<file path="config.mk">
export PLATFORM = sky130hd
export DESIGN_NAME = sdcmd_unit
export DESIGN_NICKNAME = d
export VERILOG_FILES = /design/src/rtl/sdcmd_pkg.sv /design/src/rtl/sdcmd_seq.sv /design/src/rtl/sdcmd_resp.sv /design/src/rtl/sdcmd_regs.sv /design/src/rtl/sdcmd_unit.sv
export SDC_FILE = /design/constraint.sdc
export NUM_CORES = 1
export LEC_CHECK = 0
export BUFFER_PORTS_ARGS = -buffer_cell sky130_fd_sc_hd__buf_2
export CORE_MARGIN = 3
export CORE_UTILIZATION = 52
export CTS_CLUSTER_SIZE = 16
export DETAILED_ROUTE_END_ITERATION = 16
export PLACE_DENSITY = 0.77
export REMOVE_ABC_BUFFERS = 1
export SLEW_MARGIN = 30
export SYNTH_ARGS = -nofsm -noshare
export SYNTH_HDL_FRONTEND = slang
export SYNTH_SLANG_ARGS = --single-unit
</file>
<file path="constraint.sdc">
create_clock -name clk -period 5.8 [get_ports clk]
set_clock_uncertainty 0.1 [all_clocks]
set_input_delay 1.45 -clock clk [delete_from_list [all_inputs] [get_ports clk]]
set_output_delay 1.45 -clock clk [all_outputs]
set_load 0.005 [all_outputs]
</file>
<file path="src/rtl/sdcmd_pkg.sv">
`timescale 1ns/100ps
package sdcmd_pkg;

    localparam int DW              = 32;
    localparam int REG_AW          = 3;
    localparam int IDX_W           = 6;
    localparam int LEN_W           = 5;
    localparam int RSP_BYTES       = 16;
    localparam int RSP_SHORT_BYTES = 4;
    localparam int RSP_W           = RSP_BYTES * 8;
    localparam int RSP_WORDS       = RSP_W / DW;
    localparam int CMD_W           = 11;

    localparam logic [REG_AW-1:0] A_ARG  = 3'd0;
    localparam logic [REG_AW-1:0] A_CMD  = 3'd1;
    localparam logic [REG_AW-1:0] A_STAT = 3'd2;
    localparam logic [REG_AW-1:0] A_CLR  = 3'd3;

    localparam int SB_TIMEOUT = 2;
    localparam int SB_RESPEND = 6;
    localparam int SB_SENT    = 7;
    localparam int SB_ACTIVE  = 11;

    // Packed so that the fields land on command bits 10..0.
    typedef struct packed {
        logic             start;
        logic             pend_mode;
        logic             irq_mode;
        logic             long_rsp;
        logic             expect_rsp;
        logic [IDX_W-1:0] index;
    } cmd_t;

    typedef struct packed {
        logic [IDX_W-1:0] index;
        logic             expect_rsp;
        logic             long_rsp;
    } issue_t;

    typedef enum logic [1:0] {
        OUT_SENT,
        OUT_SHORT,
        OUT_LONG,
        OUT_TIMEOUT
    } outcome_e;

    typedef enum logic {
        S_IDLE,
        S_WAIT
    } seq_state_e;

    function automatic outcome_e classify(input issue_t c, input logic err,
                                          input logic [LEN_W-1:0] len);
        if (err)
            return OUT_TIMEOUT;
        if (!c.expect_rsp)
            return OUT_SENT;
        if (len == LEN_W'(RSP_SHORT_BYTES))
            return c.long_rsp ? OUT_TIMEOUT : OUT_SHORT;
        if (len == LEN_W'(RSP_BYTES))
            return OUT_LONG;
        return OUT_TIMEOUT;
    endfunction

    function automatic logic [DW-1:0] word_of(input logic [RSP_W-1:0] d, input int k);
        return d[RSP_W-1-DW*k -: DW];
    endfunction

endpackage

</file>
<file path="src/rtl/sdcmd_seq.sv">
`timescale 1ns/100ps
module sdcmd_seq
    import sdcmd_pkg::*;
#(
    parameter int TIMEOUT_CYCLES = 64
) (
    input  logic             clk,
    input  logic             rst,
    input  logic             issue_i,
    input  issue_t           issue_info_i,
    input  logic [DW-1:0]    arg_i,
    input  logic             rsp_valid_i,
    input  logic             rsp_err_i,
    input  logic [LEN_W-1:0] rsp_len_i,
    output logic             req_valid_o,
    output logic [IDX_W-1:0] req_index_o,
    output logic [DW-1:0]    req_arg_o,
    output logic             active_o,
    output logic             done_o,
    output outcome_e         outcome_o,
    output logic             kick_o
);

    localparam int CNT_W = (TIMEOUT_CYCLES > 2) ? $clog2(TIMEOUT_CYCLES) : 1;
    localparam logic [CNT_W-1:0] CNT_LAST = CNT_W'(TIMEOUT_CYCLES - 1);

    seq_state_e       state_q;
    logic [CNT_W-1:0] cnt_q;
    issue_t           info_q;
    logic [DW-1:0]    arg_q;
    logic             kick_q;
    logic             expiring;

    assign expiring    = (cnt_q == CNT_LAST);
    assign done_o      = (state_q == S_WAIT) && (rsp_valid_i || expiring);
    assign outcome_o   = rsp_valid_i ? classify(info_q, rsp_err_i, rsp_len_i) : OUT_TIMEOUT;
    assign req_valid_o = (state_q == S_WAIT);
    assign active_o    = (state_q == S_WAIT);
    assign req_index_o = info_q.index;
    assign req_arg_o   = arg_q;
    assign kick_o      = kick_q;

    always_ff @(posedge clk) begin
        if (rst) begin
            state_q <= S_IDLE;
            cnt_q   <= '0;
            info_q  <= '0;
            arg_q   <= '0;
            kick_q  <= 1'b0;
        end else begin
            kick_q <= done_o;
            case (state_q)
                S_IDLE: begin
                    if (issue_i) begin
                        state_q <= S_WAIT;
                        cnt_q   <= '0;
                        info_q  <= issue_info_i;
                        arg_q   <= arg_i;
                    end
                end
                S_WAIT: begin
                    if (done_o)
                        state_q <= S_IDLE;
                    else
                        cnt_q <= cnt_q + 1'b1;
                end
                default: state_q <= S_IDLE;
            endcase
        end
    end

    AST_ISSUE_RAISES_REQ: assert property (@(posedge clk) disable iff (rst)
        issue_i |=> req_valid_o);

    AST_DONE_DROPS_REQ: assert property (@(posedge clk) disable iff (rst)
        done_o |=> !req_valid_o);

    AST_KICK_AFTER_DONE: assert property (@(posedge clk) disable iff (rst)
        done_o |=> kick_o);

    AST_KICK_NEEDS_DONE: assert property (@(posedge clk) disable iff (rst)
        kick_o |-> $past(done_o));

endmodule

</file>
<file path="src/rtl/sdcmd_resp.sv">
`timescale 1ns/100ps
module sdcmd_resp
    import sdcmd_pkg::*;
(
    input  logic                           clk,
    input  logic                           rst,
    input  logic                           done_i,
    input  outcome_e                       outcome_i,
    input  logic [RSP_W-1:0]               rsp_data_i,
    output logic [RSP_WORDS-1:0][DW-1:0]   words_o
);

    for (genvar k = 0; k < RSP_WORDS; k++) begin : g_word
        localparam bit IS_FIRST = (k == 0);
        localparam bit IS_LAST  = (k == RSP_WORDS - 1);
        logic [DW-1:0] w_q;
        logic [DW-1:0] long_val;

        assign long_val = IS_LAST ? (word_of(rsp_data_i, k) & ~DW'(1)) : word_of(rsp_data_i, k);

        always_ff @(posedge clk) begin
            if (rst) begin
                w_q <= '0;
            end else if (done_i) begin
                if (outcome_i == OUT_SHORT)
                    w_q <= IS_FIRST ? word_of(rsp_data_i, k) : '0;
                else if (outcome_i == OUT_LONG)
                    w_q <= long_val;
            end
        end

        assign words_o[k] = w_q;
    end

    AST_LONG_LSB_ZERO: assert property (@(posedge clk) disable iff (rst)
        (done_i && outcome_i == OUT_LONG) |=> !words_o[RSP_WORDS-1][0]);

    AST_SHORT_UPPER_ZERO: assert property (@(posedge clk) disable iff (rst)
        (done_i && outcome_i == OUT_SHORT) |=> (words_o[RSP_WORDS-1:1] == '0));

    AST_WORDS_HOLD_ON_TIMEOUT: assert property (@(posedge clk) disable iff (rst)
        (done_i && outcome_i == OUT_TIMEOUT) |=> $stable(words_o));

endmodule

</file>
<file path="src/rtl/sdcmd_regs.sv">
`timescale 1ns/100ps
module sdcmd_regs
    import sdcmd_pkg::*;
(
    input  logic                          clk,
    input  logic                          rst,
    input  logic                          wr_en,
    input  logic [REG_AW-1:0]             wr_addr,
    input  logic [DW-1:0]                 wr_data,
    input  logic [REG_AW-1:0]             rd_addr,
    output logic [DW-1:0]                 rd_data,
    input  logic                          active_i,
    input  logic                          done_i,
    input  outcome_e                      outcome_i,
    input  logic [RSP_WORDS-1:0][DW-1:0]  words_i,
    output logic                          issue_o,
    output issue_t                        issue_info_o,
    output logic [DW-1:0]                 arg_o
);

    logic [DW-1:0] arg_q;
    cmd_t          cmd_q;
    cmd_t          wr_cmd;
    logic          cmd_wr;
    logic          clr_wr;
    logic          st_to_q, st_re_q, st_sent_q;
    logic          set_to, set_re, set_sent;
    logic [DW-1:0] status_w;

    assign cmd_wr = wr_en && (wr_addr == A_CMD);
    assign clr_wr = wr_en && (wr_addr == A_CLR);
    assign wr_cmd = cmd_t'(wr_data[CMD_W-1:0]);

    assign issue_o = cmd_wr && !active_i && wr_cmd.start && !wr_cmd.irq_mode && !wr_cmd.pend_mode;
    assign issue_info_o = '{index: wr_cmd.index, expect_rsp: wr_cmd.expect_rsp,
                            long_rsp: wr_cmd.long_rsp};
    assign arg_o = arg_q;

    assign set_to   = done_i && (outcome_i == OUT_TIMEOUT);
    assign set_re   = done_i && (outcome_i == OUT_SHORT || outcome_i == OUT_LONG);
    assign set_sent = done_i && (outcome_i == OUT_SENT);

    always_ff @(posedge clk) begin
        if (rst) begin
            arg_q     <= '0;
            cmd_q     <= '0;
            st_to_q   <= 1'b0;
            st_re_q   <= 1'b0;
            st_sent_q <= 1'b0;
        end else begin
            if (wr_en && (wr_addr == A_ARG))
                arg_q <= wr_data;

            if (cmd_wr && !active_i) begin
                cmd_q       <= wr_cmd;
                cmd_q.start <= issue_o;
            end else if (done_i) begin
                cmd_q.start <= 1'b0;
            end

            st_to_q   <= (st_to_q   && !(clr_wr && wr_data[SB_TIMEOUT])) || set_to;
            st_re_q   <= (st_re_q   && !(clr_wr && wr_data[SB_RESPEND])) || set_re;
            st_sent_q <= (st_sent_q && !(clr_wr && wr_data[SB_SENT]))    || set_sent;
        end
    end

    always_comb begin
        status_w             = '0;
        status_w[SB_TIMEOUT] = st_to_q;
        status_w[SB_RESPEND] = st_re_q;
        status_w[SB_SENT]    = st_sent_q;
        status_w[SB_ACTIVE]  = active_i;
    end

    always_comb begin
        if (rd_addr[REG_AW-1])
            rd_data = words_i[rd_addr[REG_AW-2:0]];
        else begin
            case (rd_addr)
                A_ARG:   rd_data = arg_q;
                A_CMD:   rd_data = DW'(cmd_q);
                A_STAT:  rd_data = status_w;
                default: rd_data = '0;
            endcase
        end
    end

    AST_CMD_LOCKED: assert property (@(posedge clk) disable iff (rst)
        (active_i && !done_i) |=> $stable(cmd_q));

    AST_START_SELF_CLEAR: assert property (@(posedge clk) disable iff (rst)
        done_i |=> !cmd_q.start);

    AST_DONE_ONLY_ACTIVE: assert property (@(posedge clk) disable iff (rst)
        done_i |-> active_i);

    AST_MODE_NO_ISSUE: assert property (@(posedge clk) disable iff (rst)
        (cmd_wr && !active_i && (wr_cmd.irq_mode || wr_cmd.pend_mode)) |=> !cmd_q.start);

endmodule

</file>
<file path="src/rtl/sdcmd_unit.sv">
`timescale 1ns/100ps
module sdcmd_unit
    import sdcmd_pkg::*;
#(
    parameter int TIMEOUT_CYCLES = 64
) (
    input  logic         clk,
    input  logic         rst,
    input  logic         wr_en,
    input  logic [2:0]   wr_addr,
    input  logic [31:0]  wr_data,
    input  logic [2:0]   rd_addr,
    output logic [31:0]  rd_data,
    output logic         card_req_valid,
    output logic [5:0]   card_req_index,
    output logic [31:0]  card_req_arg,
    input  logic         card_rsp_valid,
    input  logic         card_rsp_err,
    input  logic [4:0]   card_rsp_len,
    input  logic [127:0] card_rsp_data,
    output logic         data_kick
);

    logic                         issue;
    issue_t                       issue_info;
    logic [DW-1:0]                arg;
    logic                         active;
    logic                         done;
    outcome_e                     outcome;
    logic [RSP_WORDS-1:0][DW-1:0] words;

    sdcmd_regs u_regs (
        .clk          (clk),
        .rst          (rst),
        .wr_en        (wr_en),
        .wr_addr      (wr_addr),
        .wr_data      (wr_data),
        .rd_addr      (rd_addr),
        .rd_data      (rd_data),
        .active_i     (active),
        .done_i       (done),
        .outcome_i    (outcome),
        .words_i      (words),
        .issue_o      (issue),
        .issue_info_o (issue_info),
        .arg_o        (arg)
    );

    sdcmd_seq #(
        .TIMEOUT_CYCLES (TIMEOUT_CYCLES)
    ) u_seq (
        .clk          (clk),
        .rst          (rst),
        .issue_i      (issue),
        .issue_info_i (issue_info),
        .arg_i        (arg),
        .rsp_valid_i  (card_rsp_valid),
        .rsp_err_i    (card_rsp_err),
        .rsp_len_i    (card_rsp_len),
        .req_valid_o  (card_req_valid),
        .req_index_o  (card_req_index),
        .req_arg_o    (card_req_arg),
        .active_o     (active),
        .done_o       (done),
        .outcome_o    (outcome),
        .kick_o       (data_kick)
    );

    sdcmd_resp u_resp (
        .clk        (clk),
        .rst        (rst),
        .done_i     (done),
        .outcome_i  (outcome),
        .rsp_data_i (card_rsp_data),
        .words_o    (words)
    );

endmodule

</file>
==> Word-level counts from Yosys, hierarchy flattened <==
Index checks and enable logic that the tools add are counted.
{ "word_totals": {"regBits": 222, "inputBits": 176, "out_inout_bits": 72, "wordCells": 112} }
{ "classes": {"n_addsub": 1, "n_lt_le_gt_ge": 1, "n_eq_ne": 12, "n_mux": 40, "bitwise_logic": 1, "reduce_logical": 36} }
{ "ops": {"columns": ["operator", "count"], "rows": [
  ["2-to-1 mux 32 bit", 10],
  ["one-hot mux 32 bit (3 select lines)", 1],
  ["binary-select mux 32 bit (select 2 bit)", 1],
  ["2-to-1 mux 2 bit", 10],
  ["logical AND 1 bit", 17],
  ["2-to-1 mux 1 bit", 14],
  ["2-to-1 mux 6 bit", 2],
  ["one-hot mux 6 bit (2 select lines)", 1],
  ["adder 6 x 1 -> 6 bit, second input constant", 1],
  ["equality test 3 x 1 -> 1 bit, second input constant", 2],
  ["equality test 3 x 2 -> 1 bit, second input constant", 2],
  ["equality test 6 bit, second input constant", 1],
  ["zero test 1 bit", 6],
  ["zero test 3 bit", 2],
  ["AND reduction 2 bit", 3],
  ["equality test 5 x 3 -> 1 bit, second input constant", 1],
  ["equality test 5 bit, second input constant", 1],
  ["logical OR 1 bit", 5],
  ["equality test 2 bit, second input constant", 2],
  ["!= test 2 bit, second input constant", 2],
  ["nonzero test 2 bit", 2],
  ["< comparator 2 x 3 -> 1 bit, second input constant", 1],
  ["equality test 2 x 1 -> 1 bit, second input constant", 1],
  ["zero test 2 bit", 1],
  ["2 further kinds", 2]
]} }

==> Logic depth before layout (Yosys ltp) <==
{ "logic_depth": {"ltp_word": 16, "depth_mapped": 10, "mapped_depth_nobuf": 8} }

==> Modules after synthesis <==
Synthesis repeated with hierarchy kept, for this count alone.
{ "unflattened": {"hier_cells": 1201, "hier_area_um2": 9840.7} }
{ "by_module_without_submodules": {"columns": ["mod", "n_inst", "cells_per_inst", "area_per_inst_um2", "seq_area_each_um2"], "rows": [
  ["sdcmd_resp", 1, 566, 4789.6, 2542.4],
  ["sdcmd_regs", 1, 399, 3160.5, 920.9],
  ["sdcmd_seq", 1, 236, 1890.6, 960.9]
]} }

==> Least setup slack after synthesis <==
No wires, ideal clock.
{ "synth_path": {"kind": "input-to-output", "startpoint": "in rd_addr[1]", "endpoint": "out rd_data[30]", "arrival_ns": 2.487, "required_ns": 4.250, "slack_ns": 1.763, "stages": 3, "path_buffers": 1, "path_cell_list": "buf_2 mux4_2 a22o_1"} }
{ "synth_via": {"elab_chain_len": 3, "elab_cells_between_ends": 7, "cone_classes": "eq/ne (2); mux (4); reduce/logical (1)"} }
{ "synth_rtl": {"columns": ["element", "line", "rtl"], "rows": [
  ["start: declaration", "sdcmd_unit.sv:12", "input logic [2:0] rd_addr,"],
  ["equality test 3 x 2 -> 1 bit, or another cell as far along", "sdcmd_regs.sv:79", "case (rd_addr)"],
  ["one-hot mux 32 bit (3 select lines) / 2-to-1 mux 32 bit (equally long branches)", "sdcmd_regs.sv:79, sdcmd_regs.sv:77", null],
  ["2-to-1 mux 32 bit *", "sdcmd_regs.sv:76", "if (rd_addr[REG_AW-1])"],
  ["end: declaration", "sdcmd_unit.sv:13", "output logic [31:0] rd_data,"]
]} }
Mark *: on every way between the ends. The rest lies on a longest branch, timed or not. The select of a mux whose other input is x is not followed.

==> Worst setup path in the final report <==
Ends and elaborated chain as after synthesis.

==> results.py <==
metrics = {
    "power_and_ir_drop": {
        "pwr_density_cell_mw_per_mm2": 294,
        "ir_drop_v": 0.000213,
        "power.leakage_nw": 4.47,
    },
    "timing": {
        "final.period_utilization": 0.827,
        "finalCriticalPeriod_ns": 4.80,
        "holdWs_ns": 0.348,
        "finalSetupTns_ns": 0,
        "hold_viol_final": 0,
        "slew-limit-headroom": 0.364,
        "final_max_slew_viol_count": 0,
        "fin_ws_ns": 1.00,
        "tightest_slew_ns": 0.954,
        "max_freq_mhz": 209,
        "rsz0062_at_grt": "false",
        "setup_viol": 0,
    },
    "clock_tree": {
        "cts_buffers": 24,
        "cts_root_buffer": "clkbuf_16",
        "cts.htree.levels": 1,
        "clk_pin_slew_worst_paths_ns": 0.06,
        "tritoncts": "built",
        "cts_resized": 0,
        "worstSkewPairLatency_ns": 0.50,
        "clk_path_buf_depth": 3,
        "postCtsSetupBuffers": 0,
        "ctsHoldBuffers": 0,
        "clock-sinks": 221,
    },
    "synthesis": {
        "ys_ff_latch": 221,
        "synthTopCellsByArea": "dfxtp_1 46%, nand2_1 13%, a21oi_1 11%",
        "synth_top_area_share": 0.461,
        "yosys.area.top_type": "dfxtp_1",
        "synthArstFlopShare": 0,
        "syn_inst": 1113,
        "ys.flop_type": "dfxtp_1",
        "synth_edf_count": 0,
        "synth.most_common_cell": "nand2_1",
        "synth_cell_types": 41,
        "ys_warn_count": 0,
        "avgSynthCellArea_sq_um": 8.61,
        "synthesis.area_sq_mm": 0.00959,
        "yosys-top-cells-count": "321 x nand2_1, 221 x dfxtp_1, 212 x a21oi_1",
        "seq_area_frac_synth": 0.461,
    },
    "die": {
        "initial_utilization": 0.532,
        "fp.dieArea_sq_mm": 0.0201,
        "fp.dieH_um": 142,
        "num_rows": 49,
        "ios": 248,
        "coreArea_sq_mm": 0.0180,
        "die_width_um": 142,
    },
    "global_route": {
        "grt_max_degree": 128,
        "antenna_found_initial": 5,
        "grt_pass1_wl_mm": 40.4,
        "grt_usage": 0.246,
        "grt_overflow_total": 0,
        "first_global_vias": 8054,
    },
    "worst_setup_path": {
        "cp.required_ns": 4.25,
        "cp_max_fo": 21,
        "worst_setup_path_end_kind": "output pin",
        "start_kind": "input pin",
        "cp.arrival_ns": 3.25,
        "worstSetupPathType": "in -> out",
    },
    "route": {
        "wire_per_inst_um": 16.7,
        "drt-total-wl_mm": 25.9,
        "ant_nets": 0,
        "vias": 8479,
        "first_pass_iters": 5,
        "drt_iter0_markers": 552,
        "route.detailed.drc": 0,
        "vias_per_cell": 5.48,
    },
    "layout": {
        "fillers": 1565,
        "fin_nets": 1477,
        "fin_cells": 1546,
        "drive_gt1_frac": 0.262,
        "areaGrowthSynthToFinish_pct": 21.8,
    },
    "placed_design": {
        "dp.cells": 1499,
        "port_buffers": 246,
        "dpl.hpwl_mm": 16.3,
        "preCtsSetupSlack_ns": 0.978,
        "gp_congestion": 0.805,
    },
    "run": {
        "maxCapViolations": 0,
    },
    "status": {
        "status": "finished, final reports clean",
    },
    "worst_hold_path": {
        "min_path_type": "reg -> reg",
    },
}
worst max-delay path: stages:
cell and delay, ns:
buf_2 0.56, buf_12 0.29, mux4_2 0.52, a22o_1 0.26
buf_2 0.13
cells by family (layout without fill, tap and decap cells):
group / count (synthesis) / in the layout / synth area share
AND/OR/NAND/NOR: 467 / 467 / 0.230
other: 0 / 3 / 0
adder cells (fa/ha/maj): 4 / 4 / 0.00522
flip-flops: 221 / 221 / 0.461
buffers and inverters: 108 / 309 / 0.0587
AO/OA/AOI/OAI: 259 / 259 / 0.148
multiplexers: 54 / 54 / 0.0968
area by class of cell:
cell class	instances	area, sq um	share of cell area
clock inverters	13	225	0.0193
inverters	6	22.5	0.00193
repair buffers	260	1400	0.120
diodes	3	7.51	0.000643
clock buffers	30	684	0.0586
flip-flops and latches	221	4420	0.379
well taps	229	287	0.0245
multi-input cells	784	4620	0.396
where the power goes:
part / internal, mW / total [mW] / switching, mW / leakage, nW
Sequential: 1.52 / 1.53 / 0.00476 / 1.78
Combinational: 0.0805 / 0.182 / 0.101 / 2.25
Clock: 1.10 / 1.72 / 0.616 / 0.435
Total: 2.71 / 3.43 / 0.722 / 4.47
registers in the layout (all words and copies together), names as in the netlist:
| signal | count |
|---|---|
| u_regs.st_re_q | 1 |
| u_regs.st_to_q | 1 |
| u_seq.active_o | 1 |
| u_regs.st_sent_q | 1 |
| u_resp.g_word.w_q | 127 |
| u_seq.kick_o | 1 |
| u_seq.req_arg_o | 32 |
| u_seq.info_q | 2 |
| u_seq.req_index_o | 6 |
| u_regs.arg_o | 32 |
| u_seq.cnt_q | 6 |
| u_regs.cmd_q | 11 |
routing by layer:
| layer | up-vias | part of all wire | wire [um] | track usage |
|---|---|---|---|---|
| li1 | 4180 | - | - | - |
| met1 | 3953 | 0.41 | 10600 | 0.313 |
| met2 | 292 | 0.50 | 12800 | 0.418 |
| met3 | 50 | 0.069 | 1790 | 0.0455 |
| met4 | 4 | 0.024 | 617 | 0.0899 |
| met5 | - | 0.0010 | 27 | 0 |
per-stage QoR:
| stage | util | cell area, sq um | power (mW) |
|---|---|---|---|
| 2_1_floorplan | - | 9050 | 1.61 |
| 3_3_place_gp | 0.595 | 10700 | 1.74 |
| 3_5_place_dp | 0.595 | 10700 | 1.74 |
| 4_1_cts | 0.646 | 11600 | 3.46 |
| 5_1_grt | 0.648 | 11700 | 3.54 |
| 6_report | 0.648 | 11700 | 3.43 |
final timing paths:
kind	endpoint	depth (start not counted)	from	slack (ns)
worst max register to register	u_resp.g_word[2].w_q[21]	9	u_seq.info_q[0]	3.12
worst min-delay path	u_resp.g_word[1].w_q[23]	2	u_resp.g_word[1].w_q[23]	0.35
worst min register to register	u_resp.g_word[1].w_q[23]	2	u_resp.g_word[1].w_q[23]	0.35
worst max-delay path	rd_data[30]	5	rd_addr[1]	1.00
layout by cell type (no fill, tap or decap), types with 3 or more instances in the layout:
master and instances:
nor2_1 19, nand3_1 8, inv_1 6, a22o_1 20, nand2_1 321, clkinvlp_4 4
diode_2 3, buf_2 245, clkbuf_16 25, a21oi_1 212, a211oi_1 3, o21ai_0 9
nor3_1 4, dfxtp_1 221, ha_1 3, bufinv_16 6, o21ai_1 3, clkbuf_8 4
buf_12 3, nand3b_1 97, mux4_2 31, clkinv_2 3, mux2i_1 23, buf_4 10
Note: power is estimated with default switching activity, not from simulation.
